[src/rtl/usbirq_pkg.sv]
// Shared bit positions for the USB interrupt flag controller.
// Assumes 8-bit register data; flag fields never exceed that width.
package usbirq_pkg;
    localparam int EP_W    = 7;
    localparam int F_TX    = 0;
    localparam int F_RXB0  = 1;
    localparam int F_RXB1  = 2;
    localparam int F_SETUP = 3;
    localparam int F_NAKI  = 4;
    localparam int F_NAKO  = 5;
    localparam int F_STALL = 6;
    localparam int GL_W    = 3;
    localparam int G_SOF   = 0;
    localparam int G_SUSP  = 1;
    localparam int G_WAKE  = 2;
    localparam int C_GIE   = 0;
    localparam int C_USBIE = 1;
    localparam int C_PLO   = 2;
    localparam int C_PHI   = 3;
endpackage

[src/rtl/usbirq_ep_flags.sv]
// Sticky flag set for one endpoint. Set beats software clear; SETUP
// clears the stall flag. HAS_BANK1=0 removes the bank-1 flag.
// Assumes event inputs are single-cycle strobes.
module usbirq_ep_flags
    import usbirq_pkg::*;
#(
    parameter bit HAS_BANK1 = 1'b1
) (
    input  logic            clk,
    input  logic            rst_n,
    input  logic            tx,
    input  logic            rxb0,
    input  logic            rxb1,
    input  logic            setup,
    input  logic            nakin,
    input  logic            nakout,
    input  logic            stall_sent,
    input  logic [EP_W-1:0] clr,
    output logic [EP_W-1:0] flags
);
    logic            b1_set;
    logic [EP_W-1:0] set_v;
    logic [EP_W-1:0] nxt;

    // Select the bank-1 source according to the endpoint variant
    generate
        if (HAS_BANK1) begin : g_b1
            assign b1_set = rxb1;
        end else begin : g_nob1
            assign b1_set = 1'b0;
        end
    endgenerate

    // Build the next flag state: clear first, then sets, then SETUP override
    always_comb begin
        set_v          = '0;
        set_v[F_TX]    = tx;
        set_v[F_RXB0]  = rxb0;
        set_v[F_RXB1]  = b1_set;
        set_v[F_SETUP] = setup;
        set_v[F_NAKI]  = nakin;
        set_v[F_NAKO]  = nakout;
        set_v[F_STALL] = stall_sent;
        nxt = (flags & ~clr) | set_v;
        if (setup) nxt[F_STALL] = 1'b0;
        if (!HAS_BANK1) nxt[F_RXB1] = 1'b0;
    end

    // Flag register
    always_ff @(posedge clk) begin
        if (!rst_n) flags <= '0;
        else        flags <= nxt;
    end
endmodule

[src/rtl/usbirq_glb_flags.sv]
// Device-wide flags: start-of-frame, suspend, and wake-up. Wake-up is
// raised only by a resume that follows a suspend.
module usbirq_glb_flags
    import usbirq_pkg::*;
(
    input  logic            clk,
    input  logic            rst_n,
    input  logic            sof,
    input  logic            suspend,
    input  logic            resume,
    input  logic [GL_W-1:0] clr,
    output logic [GL_W-1:0] flags
);
    logic            in_susp_q;
    logic [GL_W-1:0] set_v;

    // Map events onto flag positions
    always_comb begin
        set_v         = '0;
        set_v[G_SOF]  = sof;
        set_v[G_SUSP] = suspend;
        set_v[G_WAKE] = resume & in_susp_q;
    end

    // Track whether the bus is in the suspended state
    always_ff @(posedge clk) begin
        if (!rst_n)       in_susp_q <= 1'b0;
        else if (suspend) in_susp_q <= 1'b1;
        else if (resume)  in_susp_q <= 1'b0;
    end

    // Flag register, set beats clear
    always_ff @(posedge clk) begin
        if (!rst_n) flags <= '0;
        else        flags <= (flags & ~clr) | set_v;
    end
endmodule

[src/rtl/usbirq_req.sv]
// Registers the OR of enabled flags and gates it with the two enables.
module usbirq_req #(
    parameter int N = 31
) (
    input  logic         clk,
    input  logic         rst_n,
    input  logic [N-1:0] flags,
    input  logic [N-1:0] enables,
    input  logic         gie,
    input  logic         usbie,
    output logic         irq
);
    logic pend_q;

    // Pending bit: one cycle after any enabled flag
    always_ff @(posedge clk) begin
        if (!rst_n) pend_q <= 1'b0;
        else        pend_q <= |(flags & enables);
    end

    assign irq = pend_q & gie & usbie;
endmodule

[src/rtl/usb_irq_flags.sv]
// Top: per-endpoint and global interrupt flags, register bus, request.
// Map: ep flags at e, ep enables at NUM_EP+e, global flags at 2*NUM_EP,
// global enables at 2*NUM_EP+1, control at 2*NUM_EP+2.
// Assumes register reads have no side effects.
module usb_irq_flags
    import usbirq_pkg::*;
#(
    parameter  int NUM_EP = 4,
    localparam int ADDR_W = $clog2(2 * NUM_EP + 3)
) (
    input  logic              clk,
    input  logic              rst_n,
    input  logic [NUM_EP-1:0] ev_tx_done,
    input  logic [NUM_EP-1:0] ev_rx_bank0,
    input  logic [NUM_EP-1:0] ev_rx_bank1,
    input  logic [NUM_EP-1:0] ev_setup,
    input  logic [NUM_EP-1:0] ev_nak_in,
    input  logic [NUM_EP-1:0] ev_nak_out,
    input  logic [NUM_EP-1:0] ev_stall_sent,
    input  logic              ev_sof,
    input  logic              ev_suspend,
    input  logic              ev_resume,
    input  logic              reg_wr,
    input  logic [ADDR_W-1:0] reg_addr,
    input  logic [7:0]        reg_wdata,
    output logic [7:0]        reg_rdata,
    output logic              irq,
    output logic [1:0]        irq_prio
);
    localparam int A_GFLG = 2 * NUM_EP;
    localparam int A_GEN  = 2 * NUM_EP + 1;
    localparam int A_CTRL = 2 * NUM_EP + 2;
    localparam int ALL_W  = NUM_EP * EP_W + GL_W;

    logic [NUM_EP*EP_W-1:0] ep_flags_flat;
    logic [NUM_EP*EP_W-1:0] ep_en_q;
    logic [GL_W-1:0]        glb_flags;
    logic [GL_W-1:0]        glb_en_q;
    logic [3:0]             ctrl_q;
    logic [GL_W-1:0]        glb_clr;

    // Per-endpoint flag blocks; endpoint 0 has no bank-1 flag
    generate
        for (genvar e = 0; e < NUM_EP; e++) begin : g_ep
            logic [EP_W-1:0] clr;
            assign clr = (reg_wr && reg_addr == ADDR_W'(e)) ? reg_wdata[EP_W-1:0] : '0;
            usbirq_ep_flags #(.HAS_BANK1(e != 0)) u_ep (
                .clk        (clk),
                .rst_n      (rst_n),
                .tx         (ev_tx_done[e]),
                .rxb0       (ev_rx_bank0[e]),
                .rxb1       (ev_rx_bank1[e]),
                .setup      (ev_setup[e]),
                .nakin      (ev_nak_in[e]),
                .nakout     (ev_nak_out[e]),
                .stall_sent (ev_stall_sent[e]),
                .clr        (clr),
                .flags      (ep_flags_flat[e*EP_W +: EP_W])
            );
        end
    endgenerate

    assign glb_clr = (reg_wr && reg_addr == ADDR_W'(A_GFLG)) ? reg_wdata[GL_W-1:0] : '0;

    usbirq_glb_flags u_glb (
        .clk     (clk),
        .rst_n   (rst_n),
        .sof     (ev_sof),
        .suspend (ev_suspend),
        .resume  (ev_resume),
        .clr     (glb_clr),
        .flags   (glb_flags)
    );

    // Enable and control registers written from the bus
    always_ff @(posedge clk) begin
        if (!rst_n) begin
            ep_en_q  <= '0;
            glb_en_q <= '0;
            ctrl_q   <= '0;
        end else if (reg_wr) begin
            for (int e = 0; e < NUM_EP; e++)
                if (reg_addr == ADDR_W'(NUM_EP + e))
                    ep_en_q[e*EP_W +: EP_W] <= reg_wdata[EP_W-1:0];
            if (reg_addr == ADDR_W'(A_GEN))  glb_en_q <= reg_wdata[GL_W-1:0];
            if (reg_addr == ADDR_W'(A_CTRL)) ctrl_q   <= reg_wdata[3:0];
        end
    end

    // Read mux
    always_comb begin
        reg_rdata = '0;
        for (int e = 0; e < NUM_EP; e++) begin
            if (reg_addr == ADDR_W'(e))
                reg_rdata[EP_W-1:0] = ep_flags_flat[e*EP_W +: EP_W];
            if (reg_addr == ADDR_W'(NUM_EP + e))
                reg_rdata[EP_W-1:0] = ep_en_q[e*EP_W +: EP_W];
        end
        if (reg_addr == ADDR_W'(A_GFLG)) reg_rdata[GL_W-1:0] = glb_flags;
        if (reg_addr == ADDR_W'(A_GEN))  reg_rdata[GL_W-1:0] = glb_en_q;
        if (reg_addr == ADDR_W'(A_CTRL)) reg_rdata[3:0]      = ctrl_q;
    end

    usbirq_req #(.N(ALL_W)) u_req (
        .clk     (clk),
        .rst_n   (rst_n),
        .flags   ({glb_flags, ep_flags_flat}),
        .enables ({glb_en_q, ep_en_q}),
        .gie     (ctrl_q[C_GIE]),
        .usbie   (ctrl_q[C_USBIE]),
        .irq     (irq)
    );

    assign irq_prio = {ctrl_q[C_PHI], ctrl_q[C_PLO]};
endmodule

[config.mk]
export PLATFORM = sky130hd
export DESIGN_NAME = usb_irq_flags
export DESIGN_NICKNAME = d
export VERILOG_FILES = /design/src/rtl/usbirq_pkg.sv /design/src/rtl/usbirq_ep_flags.sv /design/src/rtl/usbirq_glb_flags.sv /design/src/rtl/usbirq_req.sv /design/src/rtl/usb_irq_flags.sv
export SDC_FILE = /design/constraint.sdc
export NUM_CORES = 1
export LEC_CHECK = 0
export CAP_MARGIN = 15
export CORE_MARGIN = 2
export CORE_UTILIZATION = 34
export DETAILED_ROUTE_END_ITERATION = 12
export PLACE_DENSITY = 0.55
export SYNTH_ARGS = -nofsm -noshare
export SYNTH_HDL_FRONTEND = slang
export SYNTH_HIERARCHICAL = 1
export SYNTH_SLANG_ARGS = --single-unit
export TNS_END_PERCENT = 100
[constraint.sdc]
create_clock -name clk -period 3.71 [get_ports clk]
set_input_delay 0.5565 -clock clk [delete_from_list [all_inputs] [get_ports clk]]
set_output_delay 0.5565 -clock clk [all_outputs]
set_load 0.01 [all_outputs]
-- After elaboration in Yosys (flattened, before gate mapping)
Index checks and enable logic that the tools add are counted.
- bits in registers: 68
- input port bits: 46
- output and inout port bits: 11
- logic and storage cells: 84
- equal/unequal tests: 10
- muxes and demuxes: 18
- bitwise operators: 20
- reductions and logical operators: 18
- operators by type and width (cell ; count):
    two-way mux 7 bit ; 12
    AND 31 bit ; 1
    OR reduction 31 bit ; 1
    AND 7 bit ; 4
    NOT 7 bit ; 4
    OR 7 bit ; 4
    equality test 4 x 3 -> 1 bit, second input constant ; 4
    equality test 4 bit, second input constant ; 3
    AND reduction 2 bit ; 6
    two-way mux 3 bit ; 3
    equality test 4 x 2 -> 1 bit, second input constant ; 2
    OR reduction 2 bit ; 4
    logical AND 1 bit ; 5
    equality test 4 x 1 -> 1 bit, second input constant ; 1
    logical NOT 4 bit ; 1
    two-way mux 4 bit ; 1
    AND 1 bit ; 3
    AND 3 bit ; 1
    NOT 3 bit ; 1
    OR 3 bit ; 1
    two-way mux 1 bit ; 2
    nonzero test 2 bit ; 1
    NOT 1 bit ; 1

-- Logic depth before layout (Yosys ltp)
Gate-level depths: netlist of run 1.
- depth in word-level cells: 12
- mapped depth: 7
- gate-level depth less buffers: 5

-- Cells and area by module
Netlist of run 1, hierarchy kept.
- by module, submodules not included (module ; times used ; cells each ; area each (um^2) ; seq. area each (um^2)):
    usb_irq_flags ; 1 ; 284 ; 2364.8 ; 700.7
    usbirq_ep_flags (g_ep[1].u_ep ...) ; 3 ; 22 ; 242.7 ; 140.1
    usbirq_ep_flags (g_ep[0].u_ep) ; 1 ; 21 ; 220.2 ; 120.1
    usbirq_req ; 1 ; 21 ; 195.2 ; 20.0
    usbirq_glb_flags ; 1 ; 13 ; 138.9 ; 80.1

-- Worst setup path after synthesis of run 1
No wires, ideal clock.
- path kind: input-to-output
- from: input reg_addr[2]
- to: output reg_rdata[4]
- data arrival time: 1.596 ns
- required time: 3.154 ns
- setup slack: 1.558 ns
- stages: 6
- path buffers: 2
- cells stage by stage: buf_6 -> buf_6 -> nand3b_1 -> o21a_1 -> o22a_1 -> a211oi_1
- longest elaborated chain between the ends: 9
- elaborated cells between the ends (all ways): 16
- classes of those cells: eq/ne (7); mux (8); reduce/logical (1)
- RTL lines (what ; RTL line ; source):
    start, declared ; usb_irq_flags.sv:24 ; input logic [ADDR_W-1:0] reg_addr,
    logical NOT 4 bit ; usb_irq_flags.sv:94 ; if (reg_addr == ADDR_W'(e))
    two-way mux 7 bit ; usb_irq_flags.sv:94 ;
    two-way mux 7 bit ; usb_irq_flags.sv:96 ; if (reg_addr == ADDR_W'(NUM_EP + e))
    two-way mux 7 bit ; usb_irq_flags.sv:94 ;
    two-way mux 7 bit ; usb_irq_flags.sv:96 ;
    two-way mux 7 bit ; usb_irq_flags.sv:94 ;
    two-way mux 7 bit ; usb_irq_flags.sv:96 ;
    two-way mux 7 bit ; usb_irq_flags.sv:94 ;
    two-way mux 7 bit * ; usb_irq_flags.sv:96 ;
    end, declared ; usb_irq_flags.sv:26 ; output logic [7:0] reg_rdata,
Every way passes the cells marked *; elsewhere a longest branch is shown, timed or not.

-- Worst setup path after layout of run 1
- from: input reg_addr[0]
- to: output reg_rdata[0]
- longest elaborated chain between the ends: 12
- elaborated cells between the ends (all ways): 22
- classes of those cells: eq/ne (10); mux (11); reduce/logical (1)
- RTL lines (what ; RTL line ; source):
    logical NOT 4 bit ; usb_irq_flags.sv:94 ;
    two-way mux 7 bit ; usb_irq_flags.sv:94 ;
    two-way mux 7 bit ; usb_irq_flags.sv:96 ;
    two-way mux 7 bit ; usb_irq_flags.sv:94 ;
    two-way mux 7 bit ; usb_irq_flags.sv:96 ;
    two-way mux 7 bit ; usb_irq_flags.sv:94 ;
    two-way mux 7 bit ; usb_irq_flags.sv:96 ;
    two-way mux 7 bit ; usb_irq_flags.sv:94 ;
    two-way mux 7 bit ; usb_irq_flags.sv:96 ;
    two-way mux 3 bit ; usb_irq_flags.sv:99 ; if (reg_addr == ADDR_W'(A_GFLG)) reg_rdata[GL_W-1:0] = glb_flags;
    two-way mux 3 bit ; usb_irq_flags.sv:100 ; if (reg_addr == ADDR_W'(A_GEN)) reg_rdata[GL_W-1:0] = glb_en_q;
    two-way mux 4 bit * ; usb_irq_flags.sv:101 ; if (reg_addr == ADDR_W'(A_CTRL)) reg_rdata[3:0] = ctrl_q;
Marked as above.

==> results of run 1 <==
==> worst max-delay path by stage <==
stage	slack, ps	startpoint	depth (start not counted)	end
floorplan	1560	reg_addr[2]	6	reg_rdata[4]
global placement	390	reg_addr[0]	8	reg_rdata[0]
detailed placement	410	reg_addr[0]	7	reg_rdata[1]
CTS	420	reg_addr[0]	7	reg_rdata[1]
global route	320	reg_addr[0]	8	reg_rdata[0]
finish	400	reg_addr[0]	8	reg_rdata[0]
==> per-stage QoR <==
stage	cells	worst slack [ps]	hold slack, ps
detailed placement	576	414.6	448.5
global route	593	321.5	482.2
finish	593	395.4	451.8
CTS	592	417.4	456.1
floorplan	404	1558	426.2
global placement	576	391.6	437.0
==> layout make-up <==
type | count | area [µm²]
tap | 136 | 170.2
multi-input combinational | 303 | 2098
timing repair buffer | 65 | 648.1
clock inverter | 5 | 52.55
inverter | 6 | 22.52
fill | 1094 | 5896
clock buffer | 11 | 141.4
sequential | 67 | 1341
==> routing by layer <==
| layer | share of wire | vias to the layer above | track usage |
|---|---|---|---|
| met5 | 0 | - | 0 |
| met4 | 0.0098 | 0 | 0.04212 |
| met3 | 0.060 | 9 | 0.04237 |
| met2 | 0.46 | 91 | 0.2907 |
| met1 | 0.47 | 1473 | 0.2595 |
| li1 | - | 1535 | - |
==> power by group through the flow <==
stage / Sequential, µW / Clock, µW / Combinational [µW]
final: 773 / 607 / 237
after global routing: 777 / 652 / 256
after CTS: 773 / 626 / 236
after detailed placement: 789 / 0 / 234
after global placement: 789 / 0 / 233
after floorplan: 778 / 0 / 134
==> flip-flops by register name (all words and copies together) (netlist names) <==
register	cells
ctrl_q	4
ep_en_q	28
g_ep.u_ep/flags	27
glb_en_q	3
u_glb/flags	3
u_glb/in_susp_q	1
u_req/pend_q	1
==> critical path: stages <==
cell and delay [ps]:
sky130_fd_sc_hd__clkdlybuf4s50_1 480, sky130_fd_sc_hd__buf_4 170, sky130_fd_sc_hd__or2b_1 360, sky130_fd_sc_hd__buf_4 230
sky130_fd_sc_hd__o22ai_1 200, sky130_fd_sc_hd__o32ai_1 130, sky130_fd_sc_hd__o21a_1 140, sky130_fd_sc_hd__clkdlybuf4s50_1 480
==> summary.txt, run 1 <==
Global route
  • First-pass GRT wire length: 16130 µm
  • Overflow left after global routing: 0
  • Antenna violations before repair: 0
  • Pin count of the biggest net entering global routing: 68
  • Vias in the first global route: 2949
  • Total GRT Usage: 0.1856

Logic synthesis
  • Yosys warning total: 6
  • Avg Synthesized Cell Area: 9.012 µm²
  • Post-Syn Nets: 450
  • Combined area of all synthesized cells: 3641 µm²
  • Cell count after synthesis: 404

CTS
  • Post-CTS Setup Inserts: 0
  • Clock latency reported for the late side of the worst-skew pair: 340 ps
  • TritonCTS clock tree: done
  • Cts repair resizes: 0
  • Cts bufs inserted: 9
  • Buffer depth of the longest clock path: 2
  • Clk Tree Root Cell: sky130_fd_sc_hd__clkbuf_8
  • CTS hold repair buffers: 0
  • CTS HTree Levels: 3
  • Post-CTS clock slew at the launch and capture registers of the worst setup and hold paths: 70 ps
  • Count of clock tree sinks: 67

Floorplan
  • Core Region: 10370 µm²
  • Number of standard-cell rows in the floorplan: 37
  • Initial Util: 0.3511
  • Chip width: 107.5 µm
  • IO Count: 57
  • Total Die Area: 11550 µm²
  • DIE HEIGHT: 107.5 µm

Worst setup path
  • Critical setup path kind: input port to primary output
  • Worst reg2reg path startpoint: g_ep[1].u_ep/flags[2]
  • WP data required: 3150 ps
  • Startpoint kind of the worst setup timing path: input port
  • Critical Path Sink Type: primary output
  • Count of cells along the worst register-to-register path: 4
  • Maximum fanout along the worst path: 10
  • Critical R2R Capture: u_req/pend_q
  • Reg-to-reg setup timing slack: 2230 ps
  • Data arrival time at the worst-slack endpoint: 2760 ps

Timing
  • Final Hold Viols: 0
  • Worst max-slew margin expressed relative to the limit: 0.5725
  • Post-Route Skew: 4.470 ps
  • Setup TNS: 0 ps
  • Transition at the pin with the smallest max-transition slack: 641.2 ps
  • Endpoints failing setup: 0
  • Fmax: 301.7 MHz
  • RSZ-0062 raised after global routing: no
  • Post-route fraction of the period consumed by the critical path: 0.8934
  • Min cycle time layout: 3315 ps
  • Final Slew Violations: 0

Power
  • Standby leakage power: 0.001665 µW
  • Portion of total power attributed to combinational logic: 0.147
  • Worst vdd ir: 170.8 µV
  • Power after layout: 1617 µW
  • Clock network power share: 0.375
  • Power per cell area: 361.5 nW/µm²
  • Share of total power in sequential cells: 0.478
  • Switching share of power: 0.2590
  • Net switching power figure: 418.8 µW
  • Internal Pwr Total: 1199 µW

Detailed routing
  • DRC errors left: 0
  • Via density per instance: 5.241
  • Total routed wirelength: 10440 µm
  • Post-route ant nets: 0
  • Number of detailed-route iterations in the first pass: 4
  • Via count: 3108
  • DRC marker count from the first detailed-route iteration: 161
  • Drt wl/cell: 17.61 µm

Placement
  • HPWL after detailed placement: 7182 µm
  • Cell area reported after detailed placement: 4253 µm²
  • Routability cong.: 0.8922
  • Count of input and output buffers: 53

Hold path
  • Worst hold path class: flop to flop
  • Worst Hold Path Cells: 2
  • Hold Path Origin: u_glb/in_susp_q
  • Hold Path End: u_glb/flags[2]

Job
  • Max-cap violations: 0

Finish
  • Commonest non-fill, non-tap cell in the layout: sky130_fd_sc_hd__dfxtp_1
  • Top library cells by usage in the layout, fill and taps aside: sky130_fd_sc_hd__dfxtp_1, sky130_fd_sc_hd__clkdlybuf4s50_1, sky130_fd_sc_hd__nand2_1, sky130_fd_sc_hd__o21ai_0, sky130_fd_sc_hd__nor2b_1
  • Layout Nets: 498
  • Ant diodes: 0
  • Ratio of cells with drive above 1 in the final layout: 0.1116
  • Final cell utilization of the core: 0.4315
  • Area grow syn2layout: 22.89%
  • Layout Cell Area excl Fill: 4474 µm²

Run status
  • Outcome: finished, final reports clean
(Power assumes the default switching activity.)
==> run 2, diff against run 1 <==
--- a/config.mk
+++ b/config.mk
@@ -5,6 +5,7 @@
 export SDC_FILE = /design/constraint.sdc
 export NUM_CORES = 1
 export LEC_CHECK = 0
+export ABC_AREA = 1
 export CAP_MARGIN = 15
 export CORE_MARGIN = 2
 export CORE_UTILIZATION = 34
==> run 2 against run 1 <==
Via count rose by 15%. Critical path depth rose by 3. Hold slack improved by 14 ps. Cell area rose by 0.59%. Largest power group unchanged.
==> summary.txt, run 2 <==
Worst setup path
  • Count of cells along the worst register-to-register path: 6 (+2)
  • Reg-to-reg setup timing slack: 2650 ps (+420 ps)
  • Critical setup path kind: input port to primary output
  • Maximum fanout along the worst path: 9 (-1)
  • Worst reg2reg path startpoint: g_ep[0].u_ep/flags[3]
  • Start point of the critical path: reg_addr[0]
  • Critical Path Sink Type: primary output
  • Critical R2R Capture: u_req/pend_q
  • WP data required: 3150 ps (about the same)
  • Data arrival time at the worst-slack endpoint: 2730 ps (-30 ps)
  • Startpoint kind of the worst setup timing path: input port

CTS
  • TritonCTS clock tree: done
  • Cts bufs inserted: 9 (unchanged)
  • Post-CTS clock slew at the launch and capture registers of the worst setup and hold paths: 70 ps (about the same)
  • Clock latency reported for the late side of the worst-skew pair: 360 ps (+20 ps)
  • CTS HTree Levels: 3 (unchanged)
  • Clk Tree Root Cell: sky130_fd_sc_hd__clkbuf_8
  • Cts repair resizes: 0 (unchanged)
  • Post-CTS Setup Inserts: 0 (unchanged)
  • CTS hold repair buffers: 0 (unchanged)
  • Buffer depth of the longest clock path: 2 (unchanged)
  • Count of clock tree sinks: 67 (unchanged)

Finish
  • Ant diodes: 0 (unchanged)
  • Commonest non-fill, non-tap cell in the layout: sky130_fd_sc_hd__nand2_1
  • Top library cells by usage in the layout, fill and taps aside: sky130_fd_sc_hd__nand2_1, sky130_fd_sc_hd__inv_1, sky130_fd_sc_hd__dfxtp_1, sky130_fd_sc_hd__nor2_1, sky130_fd_sc_hd__clkdlybuf4s50_1
  • Regs by FF count: ep_en_q: 28 flops, g_ep.u_ep/flags: 27 flops, ctrl_q: 4 flops
  • Layout Nets: 665 (+34%)
  • Ratio of cells with drive above 1 in the final layout: 0.1314 (+0.01981)
  • Area grow syn2layout: 21.93%
  • Layout Cell Area excl Fill: 4501 µm² (+0.59%)
  • Largest register by flop count: ep_en_q
  • Flip-flop count of the largest register after layout: 28 (unchanged)

Detailed routing
  • Drt wl/cell: 13.74 µm (-22%)
  • Total routed wirelength: 10500 µm (+0.53%)
  • Post-route ant nets: 0 (unchanged)
  • Via count: 3568 (+15%)
  • Number of detailed-route iterations in the first pass: 4 (unchanged)
  • Via density per instance: 4.670 (-11%)
  • DRC marker count from the first detailed-route iteration: 200 (+24%)
  • DRC errors left: 0 (unchanged)

Power
  • Worst vdd ir: 140.2 µV (-18%)
  • Power per cell area: 348.4 nW/µm² (-3.6%)
  • Standby leakage power: 0.001877 µW (+13%)

Timing
  • Fmax: 304.0 MHz (+0.75%)
  • Min cycle time layout: 3290 ps (-24.63 ps)
  • Final Slew Violations: 0 (unchanged)
  • Post-Route Skew: 9.219 ps (+4.749 ps)
  • Endpoints failing setup: 0 (unchanged)
  • Final Hold Viols: 0 (unchanged)
  • RSZ-0062 raised after global routing: no
  • Worst max-slew margin expressed relative to the limit: 0.4284 (-0.1442)
  • Setup TNS: 0 ps (unchanged)
  • Transition at the pin with the smallest max-transition slack: 856.5 ps (+215.3 ps)
  • Post-route fraction of the period consumed by the critical path: 0.8868 (-0.006638)

Floorplan
  • DIE HEIGHT: 108.2 µm (+0.66%)
  • Total Die Area: 11710 µm² (+1.3%)
  • Chip width: 108.2 µm (+0.66%)
  • Core Region: 10700 µm² (+3.2%)
  • IO Count: 57 (unchanged)
  • Initial Util: 0.3450 (-0.006081)
  • Number of standard-cell rows in the floorplan: 38 (+2.7%)

Global route
  • Total GRT Usage: 0.1919 (+0.006329)
  • Pin count of the biggest net entering global routing: 26 (-62%)
  • Overflow left after global routing: 0 (unchanged)
  • First-pass GRT wire length: 16770 µm (+4.0%)
  • Vias in the first global route: 3357 (+14%)
  • Antenna violations before repair: 0 (unchanged)

Logic synthesis
  • Yosys warning total: 6 (unchanged)
  • Combined area of all synthesized cells: 3691 µm² (+1.4%)
  • Post-Syn Nets: 613 (+36%)
  • Avg Synthesized Cell Area: 6.510 µm² (-28%)
  • Cell count after synthesis: 567 (+40%)

Hold path
  • Worst hold path class: flop to flop
  • Hold Path End: u_glb/flags[2]
  • Worst Hold Path Cells: 2 (unchanged)
  • Hold Path Origin: u_glb/in_susp_q

Placement
  • Routability cong.: 0.8295 (-7.0%)
  • Count of input and output buffers: 53 (unchanged)
  • HPWL after detailed placement: 7900 µm (+10%)
  • Cell area reported after detailed placement: 4320 µm² (+1.6%)

Job
  • Max-cap violations: 0 (unchanged)

Run status
  • Outcome: finished, final reports clean
-- run 2: how the worst max path moves through the flow --
stage	to	slack [ps]	depth (start not counted)
finish	reg_rdata[3]	420	11
global route	reg_rdata[3]	310	11
CTS	reg_rdata[3]	420	11
detailed placement	reg_rdata[3]	430	11
global placement	reg_rdata[3]	450	11
floorplan	reg_rdata[3]	1790	9
-- run 2: stage by stage --
stage,hold slack [ps],instances,setup WS (ps),util,power (µW)
6_report,466.0,764,420.0,0.4207,1568
5_1_grt,493.9,764,305.1,0.4207,1634
4_1_cts,469.1,764,422.3,0.4207,1581
3_5_place_dp,458.9,748,427.1,0.4039,1013
3_3_place_gp,453.2,748,452.9,0.4039,1010
2_1_floorplan,444.5,567,1788,-,904.1
-- run 2: per-layer routing --
layer,track usage,vias to the layer above,part of all wire
met4,0.06227,0,0.014
li1,-,1855,-
met1,0.2599,1621,0.48
met5,0,-,0
met3,0.04039,12,0.057
met2,0.3050,80,0.45
-- run 2: report_power, final --
| part | switching [µW] | leakage [µW] | total (µW) | internal (µW) |
|---|---|---|---|---|
| Sequential | 26.6 | 0.000550 | 776 | 749 |
| Combinational | 129 | 0.00124 | 221 | 92.4 |
| Clock | 294 | 0.0000884 | 571 | 277 |
| Total | 450 | 0.00188 | 1570 | 1120 |
-- run 2: critical path, stage by stage --
cell and delay [ps]:
sky130_fd_sc_hd__clkdlybuf4s50_1 610, sky130_fd_sc_hd__nor2_4 290, sky130_fd_sc_hd__inv_2 90, sky130_fd_sc_hd__nor2_4 150
sky130_fd_sc_hd__nand2_1 110, sky130_fd_sc_hd__nand3_1 80, sky130_fd_sc_hd__nor2_1 50, sky130_fd_sc_hd__nand4_1 60
sky130_fd_sc_hd__o21ai_1 120, sky130_fd_sc_hd__nand2_1 80, sky130_fd_sc_hd__clkdlybuf4s50_1 520
-- run 2: cell type report --
| cell class | instances | area [µm²] |
|---|---|---|
| timing repair buffer | 55 | 545.5 |
| inverter | 104 | 390.4 |
| sequential | 67 | 1341 |
| tap | 140 | 175.2 |
| multi-input combinational | 382 | 1868 |
| clock inverter | 4 | 25.02 |
| clock buffer | 12 | 155.1 |
| fill | 1162 | 6197 |
==> run 3, diff against run 2 <==
--- a/config.mk
+++ b/config.mk
@@ -8,9 +8,9 @@
 export ABC_AREA = 1
 export CAP_MARGIN = 15
 export CORE_MARGIN = 2
-export CORE_UTILIZATION = 34
+export CORE_UTILIZATION = 40
 export DETAILED_ROUTE_END_ITERATION = 12
-export PLACE_DENSITY = 0.55
+export PLACE_DENSITY = 0.62
 export SYNTH_ARGS = -nofsm -noshare
 export SYNTH_HDL_FRONTEND = slang
 export SYNTH_HIERARCHICAL = 1
==> run 3 against run 2 <==
Combinational power barely moved. Sequential share of layout area is 0.15 points higher. Critical path depth did not move. Largest power group unchanged.
==> summary.txt, run 3 (synthesized netlist as in run 2, its figures left out) <==
Timing
  • Endpoints failing setup: 0 (unchanged)
  • Worst max-slew margin expressed relative to the limit: 0.4184 (-0.009908)
  • RSZ-0062 raised after global routing: no
  • Post-route fraction of the period consumed by the critical path: 0.8849 (-0.001877)
  • Final Hold Viols: 0 (unchanged)
  • Setup TNS: 0 ps (unchanged)
  • Transition at the pin with the smallest max-transition slack: 871.4 ps (+14.84 ps)
  • Final Slew Violations: 0 (unchanged)
  • Post-Route Skew: 4.838 ps (-4.381 ps)
  • Min cycle time layout: 3283 ps (-6.963 ps)
  • Fmax: 304.6 MHz (+0.21%)

CTS
  • Post-CTS Setup Inserts: 0 (unchanged)
  • Count of clock tree sinks: 67 (unchanged)
  • Clk Tree Root Cell: sky130_fd_sc_hd__clkbuf_8
  • TritonCTS clock tree: done
  • Clock latency reported for the late side of the worst-skew pair: 350 ps (about the same)
  • CTS hold repair buffers: 0 (unchanged)
  • Post-CTS clock slew at the launch and capture registers of the worst setup and hold paths: 70 ps (about the same)
  • Buffer depth of the longest clock path: 2 (unchanged)
  • Cts repair resizes: 0 (unchanged)
  • CTS HTree Levels: 3 (unchanged)
  • Cts bufs inserted: 9 (unchanged)

Finish
  • Commonest non-fill, non-tap cell in the layout: sky130_fd_sc_hd__nand2_1
  • Layout Nets: 666 (+0.15%)
  • Ant diodes: 0 (unchanged)
  • Regs by FF count: ep_en_q: 28 flops, g_ep.u_ep/flags: 27 flops, ctrl_q: 4 flops
  • Largest register by flop count: ep_en_q
  • Top library cells by usage in the layout, fill and taps aside: sky130_fd_sc_hd__nand2_1, sky130_fd_sc_hd__inv_1, sky130_fd_sc_hd__dfxtp_1, sky130_fd_sc_hd__nor2_1, sky130_fd_sc_hd__clkdlybuf4s50_1
  • Post-route insts no fill: 734 (-3.9%)
  • Flip-flop count of the largest register after layout: 28 (unchanged)
  • Area grow syn2layout: 21.32%
  • Ratio of cells with drive above 1 in the final layout: 0.1316 (+0.0002109)

Power
  • Standby leakage power: 0.001887 µW (+0.53%)
  • Worst vdd ir: 133.6 µV (-4.7%)
  • Power per cell area: 355.1 nW/µm² (+1.9%)

Detailed routing
  • Post-route ant nets: 0 (unchanged)
  • Via count: 3643 (+2.1%)
  • DRC marker count from the first detailed-route iteration: 194 (-3.0%)
  • Total routed wirelength: 10190 µm (-3.0%)
  • DRC errors left: 0 (unchanged)
  • Number of detailed-route iterations in the first pass: 5 (+1)
  • Via density per instance: 4.963 (+6.3%)
  • Drt wl/cell: 13.88 µm (+1.0%)

Floorplan
  • DIE HEIGHT: 100.1 µm (-7.5%)
  • Core Region: 9109 µm² (-15%)
  • Chip width: 100.1 µm (-7.5%)
  • Number of standard-cell rows in the floorplan: 35 (-7.9%)
  • Total Die Area: 10010 µm² (-14%)
  • IO Count: 57 (unchanged)
  • Initial Util: 0.4052 (+0.06019)

Worst setup path
  • Critical Path Sink Type: primary output
  • Critical setup path kind: input port to primary output
  • Maximum fanout along the worst path: 9 (unchanged)
  • Startpoint kind of the worst setup timing path: input port
  • Data arrival time at the worst-slack endpoint: 2730 ps (about the same)
  • WP data required: 3150 ps (about the same)

Placement
  • HPWL after detailed placement: 7635 µm (-3.3%)
  • Count of input and output buffers: 53 (unchanged)
  • Placed insts: 720 (-3.7%)
  • Routability cong.: 0.8868 (+6.9%)

Global route
  • First-pass GRT wire length: 16780 µm (about the same)
  • Antenna violations before repair: 0 (unchanged)
  • Overflow left after global routing: 0 (unchanged)
  • Pin count of the biggest net entering global routing: 26 (unchanged)
  • Total GRT Usage: 0.2178 (+0.02590)
  • Vias in the first global route: 3444 (+2.6%)

Run status
  • Outcome: finished, final reports clean

Hold path
  • Worst hold path class: flop to flop

Job
  • Max-cap violations: 0 (unchanged)
[run 3: cell types whose count changed in the layout (fill, tap and decap cells not counted)]
cell and delta:
sky130_fd_sc_hd__clkinvlp_4 -1, sky130_fd_sc_hd__clkbuf_8 +2, sky130_fd_sc_hd__clkbuf_1 -1, sky130_fd_sc_hd__buf_4 +1, sky130_fd_sc_hd__clkinv_2 -2
[run 3: report_power, final]
| part | total (µW) | switching [µW] | internal, µW |
|---|---|---|---|
| logic | 220 | 127 | 93.1 |
| clock network | 595 | 286 | 309 |
| registers | 775 | 25.7 | 749 |
| total | 1590 | 439 | 1150 |
[run 3: critical path, cell delays in order]
cell and delay, ps:
sky130_fd_sc_hd__clkdlybuf4s50_1 620, sky130_fd_sc_hd__nor2_4 300, sky130_fd_sc_hd__inv_2 90, sky130_fd_sc_hd__nor2_4 160, sky130_fd_sc_hd__nand2_1 100, sky130_fd_sc_hd__nand3_1 80
sky130_fd_sc_hd__nor2_1 60, sky130_fd_sc_hd__nand4_1 60, sky130_fd_sc_hd__o21ai_1 110, sky130_fd_sc_hd__nand2_1 70, sky130_fd_sc_hd__clkdlybuf4s50_1 520
[run 3: final timing paths]
check	startpoint	to	slack (ps)	cells past startpoint
setup / recovery	reg_addr[0]	reg_rdata[3]	430	11
hold / removal	u_glb/in_susp_q	u_glb/in_susp_q	470	2
setup reg to reg	g_ep[0].u_ep/flags[3]	u_req/pend_q	2680	6
hold reg to reg	u_glb/in_susp_q	u_glb/in_susp_q	470	2
[run 3: through the flow]
step	setup slack, ps	util	instance area (µm²)	total power [µW]	hold slack (ps)
finish	427.0	0.4916	4478	1590	472.7
global route	258.8	0.4916	4478	1666	495.3
CTS	421.9	0.4916	4478	1598	472.1
detailed placement	433.1	0.4712	4292	1011	460.9
global placement	466.7	0.4712	4292	1007	452.7
floorplan	1788	-	3691	904.1	444.5
[run 3: area by class of cell]
cell class	instances	area [µm²]
flip-flops and latches	67	1341
well taps	111	138.9
clock inverters	1	7.507
multi-input cells	382	1868
inverters	104	390.4
clock buffers	13	178.9
fillers	979	4631
repair buffers	56	553.0
[run 3: layer usage]
metal,GRT usage,vias up,part of all wire
li1,-,1853,-
met1,0.2936,1630,0.46
met2,0.3358,135,0.43
met3,0.03830,25,0.075
met4,0.1106,0,0.033
met5,0,-,0
